<file path="config.mk">
export PLATFORM = sky130hd
export DESIGN_NAME = serial_rx_wake
export DESIGN_NICKNAME = d
export VERILOG_FILES = /design/src/rtl/srw_pkg.sv /design/src/rtl/srw_line_in.sv /design/src/rtl/srw_framer.sv /design/src/rtl/srw_idle_mon.sv /design/src/rtl/serial_rx_wake.sv
export SDC_FILE = /design/constraint.sdc
export NUM_CORES = 1
export LEC_CHECK = 0
export CELL_PAD_IN_SITES_DETAIL_PLACEMENT = 0
export CELL_PAD_IN_SITES_GLOBAL_PLACEMENT = 2
export CORE_MARGIN = 3
export CORE_UTILIZATION = 31
export CTS_CLUSTER_SIZE = 8
export DETAILED_ROUTE_END_ITERATION = 10
export PLACE_DENSITY = 0.82
export SLEW_MARGIN = 40
export SYNTH_ARGS = -nofsm -noshare
export SYNTH_HDL_FRONTEND = slang
export SYNTH_SLANG_ARGS = --single-unit
</file>
<file path="constraint.sdc">
create_clock -name clk -period 1.9 [get_ports clk]
set_clock_uncertainty 0.1 [all_clocks]
set_input_delay 0.19 -clock clk [delete_from_list [all_inputs] [get_ports clk]]
set_output_delay 0.19 -clock clk [all_outputs]
set_load 0.02 [all_outputs]
</file>
<file path="src/rtl/srw_pkg.sv">
package srw_pkg;

  typedef enum logic [1:0] {
    RX_HUNT,
    RX_START,
    RX_DATA,
    RX_STOP
  } rx_state_e;

  function automatic logic maj3(input logic a, input logic b, input logic c);
    return (a & b) | (a & c) | (b & c);
  endfunction

endpackage

</file>
<file path="src/rtl/srw_line_in.sv">
module srw_line_in (
  input  logic clk,
  input  logic rst,
  input  logic pin,
  input  logic loop_line,
  input  logic use_loop,
  output logic line_o
);

  logic [1:0] sync_q;

  always_ff @(posedge clk) begin
    if (rst) sync_q <= 2'b11;
    else     sync_q <= {sync_q[0], use_loop ? loop_line : pin};
  end

  assign line_o = sync_q[1];

endmodule

</file>
<file path="src/rtl/srw_framer.sv">
module srw_framer
  import srw_pkg::*;
#(
  parameter int OS       = 16,
  parameter int DATA_MAX = 9
) (
  input  logic                clk,
  input  logic                rst,
  input  logic                tick,
  input  logic                en,
  input  logic                line,
  input  logic                wide,
  output logic                done_o,
  output logic                stop_ok_o,
  output logic                start_ok_o,
  output logic                hunting_o,
  output logic [DATA_MAX-1:0] bits_o
);

  localparam int CW = $clog2(OS);
  localparam int BW = $clog2(DATA_MAX);
  localparam logic [CW-1:0] POS_A   = CW'(OS / 2 - 1);
  localparam logic [CW-1:0] POS_B   = CW'(OS / 2);
  localparam logic [CW-1:0] POS_C   = CW'(OS / 2 + 1);
  localparam logic [CW-1:0] POS_END = CW'(OS - 1);
  localparam logic [BW-1:0] LAST_W  = BW'(DATA_MAX - 1);
  localparam logic [BW-1:0] LAST_N  = BW'(DATA_MAX - 2);

  rx_state_e      st_q;
  logic [CW-1:0]  cnt_q;
  logic [BW-1:0]  bitn_q;
  logic           s_a_q, s_b_q;
  logic           vote;
  logic [BW-1:0]  last_idx;

  assign vote      = maj3(s_a_q, s_b_q, line);
  assign last_idx  = wide ? LAST_W : LAST_N;
  assign hunting_o = (st_q == RX_HUNT);

  always_ff @(posedge clk) begin
    if (rst) begin
      st_q       <= RX_HUNT;
      cnt_q      <= '0;
      bitn_q     <= '0;
      s_a_q      <= 1'b1;
      s_b_q      <= 1'b1;
      bits_o     <= '0;
      done_o     <= 1'b0;
      stop_ok_o  <= 1'b0;
      start_ok_o <= 1'b0;
    end else begin
      done_o     <= 1'b0;
      start_ok_o <= 1'b0;
      if (!en) begin
        st_q  <= RX_HUNT;
        cnt_q <= '0;
      end else if (tick) begin
        if (st_q == RX_HUNT) begin
          if (!line) begin
            st_q   <= RX_START;
            cnt_q  <= CW'(1);
            bits_o <= '0;
          end
        end else begin
          cnt_q <= (cnt_q == POS_END) ? '0 : cnt_q + 1'b1;
          if (cnt_q == POS_A) s_a_q <= line;
          if (cnt_q == POS_B) s_b_q <= line;
          if (cnt_q == POS_C) begin
            case (st_q)
              RX_START: begin
                if (vote) st_q <= RX_HUNT;
                else      start_ok_o <= 1'b1;
              end
              RX_DATA: bits_o[bitn_q] <= vote;
              RX_STOP: begin
                done_o    <= 1'b1;
                stop_ok_o <= vote;
                st_q      <= RX_HUNT;
              end
              default: st_q <= RX_HUNT;
            endcase
          end
          if (cnt_q == POS_END) begin
            case (st_q)
              RX_START: begin
                st_q   <= RX_DATA;
                bitn_q <= '0;
              end
              RX_DATA: begin
                if (bitn_q == last_idx) st_q <= RX_STOP;
                else                    bitn_q <= bitn_q + 1'b1;
              end
              default: ;
            endcase
          end
        end
      end
    end
  end

endmodule

</file>
<file path="src/rtl/srw_idle_mon.sv">
module srw_idle_mon #(
  parameter int OS       = 16,
  parameter int DATA_MAX = 9
) (
  input  logic clk,
  input  logic rst,
  input  logic tick,
  input  logic en,
  input  logic line,
  input  logic long_mode,
  input  logic hunting,
  input  logic wide,
  input  logic rearm,
  output logic idle_ev_o
);

  localparam int LIM_MAX = (DATA_MAX + 2) * OS;
  localparam int IW      = $clog2(LIM_MAX + 1);
  localparam logic [IW-1:0] LIM_W = IW'(LIM_MAX);
  localparam logic [IW-1:0] LIM_N = IW'((DATA_MAX + 1) * OS);

  logic [IW-1:0] run_q;
  logic [IW-1:0] lim;
  logic          armed_q;

  assign lim = wide ? LIM_W : LIM_N;

  always_ff @(posedge clk) begin
    if (rst) begin
      run_q     <= '0;
      armed_q   <= 1'b0;
      idle_ev_o <= 1'b0;
    end else begin
      idle_ev_o <= 1'b0;
      if (!en) begin
        run_q   <= '0;
        armed_q <= 1'b0;
      end else begin
        if (tick) begin
          if (!line || (long_mode && !hunting)) begin
            run_q <= '0;
          end else if (run_q < lim) begin
            run_q <= run_q + 1'b1;
            if (run_q == lim - 1'b1 && armed_q) begin
              idle_ev_o <= 1'b1;
              armed_q   <= 1'b0;
            end
          end
        end
        if (rearm) armed_q <= 1'b1;
      end
    end
  end

endmodule

</file>
<file path="src/rtl/serial_rx_wake.sv">
module serial_rx_wake #(
  parameter int OS       = 16,
  parameter int DATA_MAX = 9
) (
  input  logic                clk,
  input  logic                rst,
  input  logic                os_tick,
  input  logic                rx_pin,
  input  logic                loop_tx,
  input  logic                rx_en,
  input  logic                loop_sel,
  input  logic                wide_frame,
  input  logic                par_en,
  input  logic                par_odd,
  input  logic                idle_long,
  input  logic                wake_addr,
  input  logic                sleep_set,
  input  logic                rd_ack,
  output logic [DATA_MAX-1:0] rx_data,
  output logic                rx_ready,
  output logic                par_err,
  output logic                frame_err,
  output logic                overrun,
  output logic                idle_seen,
  output logic                asleep
);

  logic                line;
  logic                done, stop_ok, start_ok, hunting, idle_ev;
  logic [DATA_MAX-1:0] bits;
  logic [DATA_MAX-1:0] narrow_mask, mask;
  logic                last_bit, par_bad, wake_hit, idle_wake, deliver;

  // Mask of the data bits used in a narrow frame (all but the top bit).
  for (genvar gi = 0; gi < DATA_MAX; gi++) begin : g_mask
    assign narrow_mask[gi] = (gi < DATA_MAX - 1);
  end

  srw_line_in line_i (
    .clk      (clk),
    .rst      (rst),
    .pin      (rx_pin),
    .loop_line(loop_tx),
    .use_loop (loop_sel),
    .line_o   (line)
  );

  srw_framer #(.OS(OS), .DATA_MAX(DATA_MAX)) framer_i (
    .clk       (clk),
    .rst       (rst),
    .tick      (os_tick),
    .en        (rx_en),
    .line      (line),
    .wide      (wide_frame),
    .done_o    (done),
    .stop_ok_o (stop_ok),
    .start_ok_o(start_ok),
    .hunting_o (hunting),
    .bits_o    (bits)
  );

  srw_idle_mon #(.OS(OS), .DATA_MAX(DATA_MAX)) idle_i (
    .clk      (clk),
    .rst      (rst),
    .tick     (os_tick),
    .en       (rx_en),
    .line     (line),
    .long_mode(idle_long),
    .hunting  (hunting),
    .wide     (wide_frame),
    .rearm    (start_ok),
    .idle_ev_o(idle_ev)
  );

  assign mask      = wide_frame ? '1 : narrow_mask;
  assign last_bit  = wide_frame ? bits[DATA_MAX-1] : bits[DATA_MAX-2];
  assign par_bad   = par_en && ((^(bits & mask)) != par_odd);
  assign wake_hit  = asleep && done && wake_addr && last_bit;
  assign idle_wake = asleep && idle_ev && !wake_addr;
  assign deliver   = done && (!asleep || wake_hit);

  always_ff @(posedge clk) begin
    if (rst) begin
      rx_data   <= '0;
      rx_ready  <= 1'b0;
      par_err   <= 1'b0;
      frame_err <= 1'b0;
      overrun   <= 1'b0;
      idle_seen <= 1'b0;
      asleep    <= 1'b0;
    end else begin
      if (rd_ack) begin
        rx_ready  <= 1'b0;
        par_err   <= 1'b0;
        frame_err <= 1'b0;
        overrun   <= 1'b0;
        idle_seen <= 1'b0;
      end
      if (deliver) begin
        if (rx_ready && !rd_ack) begin
          overrun <= 1'b1;
        end else begin
          rx_data   <= bits & mask;
          rx_ready  <= 1'b1;
          par_err   <= par_bad;
          frame_err <= !stop_ok;
        end
      end
      if (idle_ev && !asleep) idle_seen <= 1'b1;
      if (sleep_set)                  asleep <= 1'b1;
      else if (wake_hit || idle_wake) asleep <= 1'b0;
    end
  end

endmodule

</file>
==> out/results.ini, run 1 <==
[cells_and_area]
area_delta_synth_final_pct=29.7
n_fill_cell=843
final_nets=379
multi_input_area_sq_um=1540
antenna_cells=0
regArea_sq_um=1020
drive_gt1_share_pct=15.6

[sta]
slew_headroom_pct=68.4
setup_viol=0
hold_viol=0
hold_ws_ns=0.324
slew_viol_final=0
finalCritPeriodShare_pct=96.4
final.setup.worst_slack_ns=0.0678
setup_tns_ns=0
fmax_mhz=546
min_period_ns=1.83
worstMarginPinSlew_ns=0.474

[floorplanning]
die_area_sq_um=9660
die_x_microns=98.3
coreArea_sq_um=8260
die_y_microns=98.3
rows=33
start_util_pct=32.0
boundaryPins=29

[global_routing]
grt_max_degree=39
grt_use_total_pct=12.2
grt_pass1_vias=2003
grt_pass1_wl_microns=10100
grt-ovfl-total=0
grt_antenna_before_repair=0

[run_status]
status=finished, final reports clean

[power]
pwr_density_cell_nw_per_um2=618
internal_power_mw=1.67
switching_share_pct=21.0
vdd_drop_max_mv=0.376
p_sw_uw=445
leakagePower_nw=1.32
p_comb_share_pct=6.7
p_seq_share_pct=50.9
p_clk_share_pct=42.3

[logic_synthesis]
yosysTopAreaCell=dfxtp_1
synth_nets=327
syn_area_sq_um=2640
synth_edf_count=0
synthArstFlopShare_pct=0
synth.most_common_cell=dfxtp_1
netlist.area_leader.share_pct=38.7
synth_common_cells=dfxtp_1, nor2_1, a21oi_1
synthCells=300
ys_seq_elements=51
syn_area_per_cell_sq_um=8.80
netlist-cell-type-count=54
ys_seq_area_share_pct=38.7
yosys-top-cells-area=dfxtp_1, ha_1, nor2_1
synth_flop_cell=dfxtp_1
yosys_warnings=0

[place]
portBuffers=28
dpl_worst_slack_ns=-0.282
dp_hpwl_microns=4270
globalplace.congestion=0.811

[hold_path]
holdPathStages=1
worstHoldStart=line_i.sync_q[0]
hold_end=line_i.sync_q[1]
hold_class=flip-flop to flip-flop

[clock_network]
cts-buffers-inserted=5
cts_root_buf=clkbuf_8
cts-htree-levels=2
hold_buffers=0
clk_pin_slew_ns=0.09
insertion_delay_ns=0.30
cts_tree=built
cts_sinks=51
clockBufferDepth=2

[route]
drt_iter0_drc=90
vias=2240
avgRoutedWirePerCell_microns=12.8
ant_nets=0
drc=0
drt_wl_total_microns=5880
viasPerCell=4.89
drt_pre_antenna_iters=4

[job]
cap_violations=0

[worst_setup_path]
r2r_cells=7
critPathLaunchType=flip-flop
reg2reg_slack_ns=0.07
reg2reg_from=framer_i.st_q[1]
crit_fanout=4
cp.arrival_ns=1.94
critPathKind=flip-flop to flip-flop
crit_required_ns=2.00
r2r-end=framer_i.bitn_q[2]
worst_setup_path_end_kind=flip-flop

==> area by class of cell <==
| cell class | instances | area share (%) |
|---|---|---|
| inverters | 15 | 1.64 |
| multi-input cells | 220 | 44.8 |
| repair buffers | 59 | 15.9 |
| well taps | 105 | 3.83 |
| clock inverters | 3 | 1.97 |
| clock buffers | 5 | 2.01 |
| flip-flops and latches | 51 | 29.8 |
==> worst max path at each step <==
stage,startpoint,to,slack (ns),cells past startpoint
2_1_floorplan,framer_i.st_q[0],framer_i.bits_o[4],0.07,8
3_3_place_gp,wide_frame,idle_i.armed_q,-0.28,7
4_1_cts,idle_i.run_q[4],idle_i.armed_q,0.001,7
6_report,framer_i.st_q[1],framer_i.bitn_q[2],0.07,7
5_1_grt,framer_i.st_q[0],framer_i.bitn_q[2],-0.02,7
3_5_place_dp,wide_frame,idle_i.armed_q,-0.28,7
==> timing repair <==
item / in CTS / in global routing
pin swaps: 2 / 1
gates resized for setup: 2 / 10
endpoints found under the setup margin: 1 / 18
setup buffers: 0 / 1
==> power groups by stage <==
stage | Combinational (mW) | Sequential (mW) | Clock [mW]
floorplan | 0.0636 | 1.11 | 0
global placement | 0.140 | 1.10 | 0
detailed placement | 0.140 | 1.10 | 0
CTS | 0.141 | 1.08 | 0.927
global route | 0.157 | 1.08 | 0.972
finish | 0.143 | 1.08 | 0.896
==> critical path: stages, from the launching register on <==
cell and delay [ns]:
dfxtp_1 0.34, inv_1 0.08, ha_4 0.18, nor2b_2 0.18
o2111ai_1 0.28, a211oi_1 0.36, xnor2_1 0.16, nor2_1 0.05
==> cells in the final DEF (no fill, tap or decap), types with 5 or more instances in the layout <==
master	n
a21oi_1	18
a31oi_1	5
buf_4	28
clkbuf_8	5
clkdlybuf4s50_1	27
dfxtp_1	50
ha_1	11
inv_1	14
mux2i_1	13
nand2_1	13
nand2b_1	19
nand3_1	10
nor2_1	39
nor2b_1	5
o2111ai_1	5
o21ai_0	8
o2bb2ai_1	8
xnor2_1	12
xor2_1	5
==> through the flow <==
step           total power [mW]  utilization (%)  std cells  instance area, sq um
2_1_floorplan              1.17                -        300                  2640
4_1_cts                    2.15             40.9        457                  3370
6_report                   2.12             41.5        458                  3430
3_5_place_dp               1.24             39.1        449                  3230
3_3_place_gp               1.24             39.1        449                  3230
5_1_grt                    2.21             41.5        458                  3430
==> layer usage <==
metal / wire (microns) / vias up / global-route usage [%] / share of wire [%]
met3: 183 / 10 / 2.50 / 3.1
met5: 0 / - / 0 / 0
met2: 2630 / 42 / 18.9 / 45
met4: 97 / 0 / 2.84 / 1.7
li1: - / 1150 / - / -
met1: 2960 / 1038 / 17.6 / 50
==> cells by family after synthesis <==
group,share of synthesized area (%)
AOI/OAI and AO/OA,16.4
and+or+nand+nor,22.5
adders and majority gates,6.54
xor gates and xnor gates,5.64
buffers and inverters,4.88
muxes,5.35
DFF,38.7
==> sequential cells by signal (all words and copies together), names as in the netlist, 2 cells and up <==
signal / count
framer_i.cnt_q: 4
rx_data: 9
framer_i.bits_o: 9
framer_i.st_q: 2
framer_i.bitn_q: 4
line_i.sync_q: 2
idle_i.run_q: 8
Power figures use the tool's default switching activity.
==> inputs of run 2 (changes only) <==
Settings changed: SYNTH_HIERARCHICAL set to 1.
==> run 2 against run 1 <==
Net effect: die area grew 6.1%; critical path type unchanged; combinational power grew 24%; highest routed layer unchanged; area after synthesis grew 6.5%; register-to-register slack is essentially flat; global-route usage grew 1.2 points; worst hold slack lost 0.0013 ns.
==> out/results.ini, run 2 <==
[run_status]
status=finished, final reports clean

[clock_network]
cts_tree=built
cts-buffers-inserted=5  ; unchanged
hold_buffers=0  ; unchanged
cts_root_buf=clkbuf_8
insertion_delay_ns=0.30  ; about the same
clockBufferDepth=2  ; unchanged
clk_pin_slew_ns=0.10  ; about the same
cts-htree-levels=2  ; unchanged
cts_sinks=51  ; unchanged

[route]
vias=2506  ; +12%
avgRoutedWirePerCell_microns=13.6  ; +6.1%
viasPerCell=5.11  ; +4.6%
drt_wl_total_microns=6670  ; +13%
ant_nets=0  ; unchanged
drt_iter0_drc=109  ; +21%
drt_pre_antenna_iters=4  ; unchanged
drc=0  ; unchanged

[logic_synthesis]
ys_seq_elements=51  ; unchanged
synth_edf_count=0  ; unchanged
ys_seq_area_share_pct=36.3  ; -2.4 points
syn_area_per_cell_sq_um=8.58  ; -2.6%
synthArstFlopShare_pct=0  ; unchanged
synth_common_cells=dfxtp_1, nand2_1, a21oi_1
yosysTopAreaCell=dfxtp_1
synth_flop_cell=dfxtp_1
synth_nets=355  ; +8.6%
netlist.area_leader.share_pct=36.3  ; -2.4 points
yosys-top-cells-area=dfxtp_1, ha_1, a21oi_1
netlist-cell-type-count=63  ; +17%
synthCells=328  ; +9.3%
synth.most_common_cell=dfxtp_1
yosys_warnings=6  ; +6
syn_area_sq_um=2810  ; +6.5%

[power]
vdd_drop_max_mv=0.454  ; +21%
pwr_density_cell_nw_per_um2=586  ; -5.2%
leakagePower_nw=1.36  ; +2.8%

[cells_and_area]
antenna_cells=0  ; unchanged
area_delta_synth_final_pct=25.8
final_nets=408  ; +7.7%
n_fill_cell=896  ; +6.3%
instances_no_fill=490  ; +7.0%
utilization_pct=40.4  ; -1.1 points
reg_top3=framer_i/bits_o x9, rx_data x9, idle_i/run_q x8
regArea_sq_um=1020  ; unchanged
drive_gt1_share_pct=14.9  ; -0.66 points
multi_input_area_sq_um=1710  ; +11%
final_common_cell=dfxtp_1
layout_common_cells=dfxtp_1, nand2_1, a21oi_1
final_area_sq_um=3540  ; +3.4%

[job]
cap_violations=0  ; unchanged

[worst_setup_path]
reg2reg_slack_ns=0.08  ; about the same
crit_required_ns=2.03  ; +0.03 ns
crit_path_end=framer_i/bits_o[8]
r2r-end=framer_i/bits_o[8]
worst_setup_path_end_kind=flip-flop
crit_start=framer_i/cnt_q[0]
crit_fanout=6  ; +2
reg2reg_from=framer_i/cnt_q[0]
r2r_cells=5  ; -2
critPathKind=flip-flop to flip-flop
critPathLaunchType=flip-flop
cp.arrival_ns=1.96  ; +0.02 ns

[floorplanning]
rows=34  ; +3.0%
die_x_microns=101  ; +3.0%
coreArea_sq_um=8760  ; +6.1%
die_area_sq_um=10300  ; +6.1%
die_y_microns=101  ; +3.0%
start_util_pct=32.1  ; +0.13 points
boundaryPins=29  ; unchanged

[place]
globalplace.congestion=0.858  ; +5.8%
dp_hpwl_microns=5050  ; +18%
placedCellCount=481  ; +7.1%
portBuffers=28  ; unchanged
dpl_worst_slack_ns=-0.128  ; +0.154 ns
place_area_sq_um=3390  ; +5.1%

[sta]
grt_setup_unrepaired=no
final.setup.worst_slack_ns=0.0768  ; +0.00908 ns
min_period_ns=1.82  ; -0.00908 ns
fmax_mhz=548  ; +0.50%
slew_headroom_pct=75.2  ; +6.8 points
worstMarginPinSlew_ns=0.371  ; -0.103 ns
finalCritPeriodShare_pct=96.0  ; -0.48 points
slew_viol_final=0  ; unchanged
hold_viol=0  ; unchanged
setup_viol=0  ; unchanged

[global_routing]
grt-ovfl-total=0  ; unchanged
grt_pass1_wl_microns=11300  ; +13%
grt_antenna_before_repair=0  ; unchanged
grt_use_total_pct=13.4  ; +1.2 points
grt_max_degree=19  ; -51%
grt_pass1_vias=2364  ; +18%

[hold_path]
holdPathStages=1  ; unchanged
hold_class=flip-flop to flip-flop

==> run 2: cell types whose count changed after synthesis, moves of 7 or more <==
cell	previous run	this run
a21oi_1	20	31
nand3_1	10	24
nor2b_1	6	15
o2bb2ai_1	8	0
nor2_1	39	14
nand2_1	13	32
o21ai_0	8	19
mux2i_1	13	6
==> run 2: cell type report <==
cell class	instances	area share [%]
clock inverters	2	1.10
inverters	12	1.27
repair buffers	58	14.3
well taps	108	3.82
clock buffers	6	2.33
multi-input cells	253	48.3
flip-flops and latches	51	28.9
==> run 2: through the flow <==
| stage | setup TNS (ns) | power (mW) | hold WS [ns] |
|---|---|---|---|
| final | 0 | 2.08 | 0.323 |
| after global routing | 0 | 2.17 | 0.347 |
| after CTS | 0 | 2.10 | 0.323 |
| after detailed placement | -0.907 | 1.28 | 0.298 |
| after global placement | -0.387 | 1.28 | 0.299 |
| after floorplan | 0 | 1.19 | 0.169 |
==> run 2: critical path, cell delays in order, from the launching register on <==
cell and delay [ns]:
dfxtp_1 0.42, ha_1 0.19, and4b_1 0.29, o211ai_4 0.10, or4_1 0.50, a21oi_1 0.14
==> run 2: worst min path at each step <==
stage                     start                to  slack (ns)
6_report       line_i/sync_q[0]  line_i/sync_q[1]        0.32
4_1_cts        line_i/sync_q[0]  line_i/sync_q[1]        0.32
2_1_floorplan            rd_ack           overrun        0.17
3_5_place_dp   line_i/sync_q[0]  line_i/sync_q[1]        0.30
3_3_place_gp   line_i/sync_q[0]  line_i/sync_q[1]        0.30
5_1_grt        line_i/sync_q[0]  line_i/sync_q[1]        0.35
==> run 2: report_power, final <==
part           switching, mW  internal, mW  total (mW)  leakage [nW]
clock                  0.382         0.434       0.815        0.0618
combinational         0.0915        0.0869       0.178         0.884
sequential           0.00634          1.07        1.08         0.412
==> run 2: logic make-up (layout without fill, tap and decap cells) <==
family,after synthesis,in the layout,share of synthesized area (%)
xor gates and xnor gates,9,9,3.56
adders and majority gates,14,14,6.14
and+or+nand+nor,138,138,27.5
DFF,51,51,36.3
buffers and inverters,24,78,3.56
muxes,8,8,3.07
AOI/OAI and AO/OA,84,84,19.9
==> run 2: repair_timing <==
action                                  4_1_cts  5_1_grt
hold endpoints to repair                      0        0
endpoints found under the setup margin        0        4
gates resized for setup                       0        3
buffers inserted                              0        1
==> run 2: metal layers <==
layer / wire length, microns / vias up / track usage [%]
met2: 2930 / 68 / 21.0
met4: 25 / 0 / 3.07
li1: - / 1279 / -
met5: 0 / - / 0
met3: 339 / 4 / 2.62
met1: 3380 / 1155 / 19.1
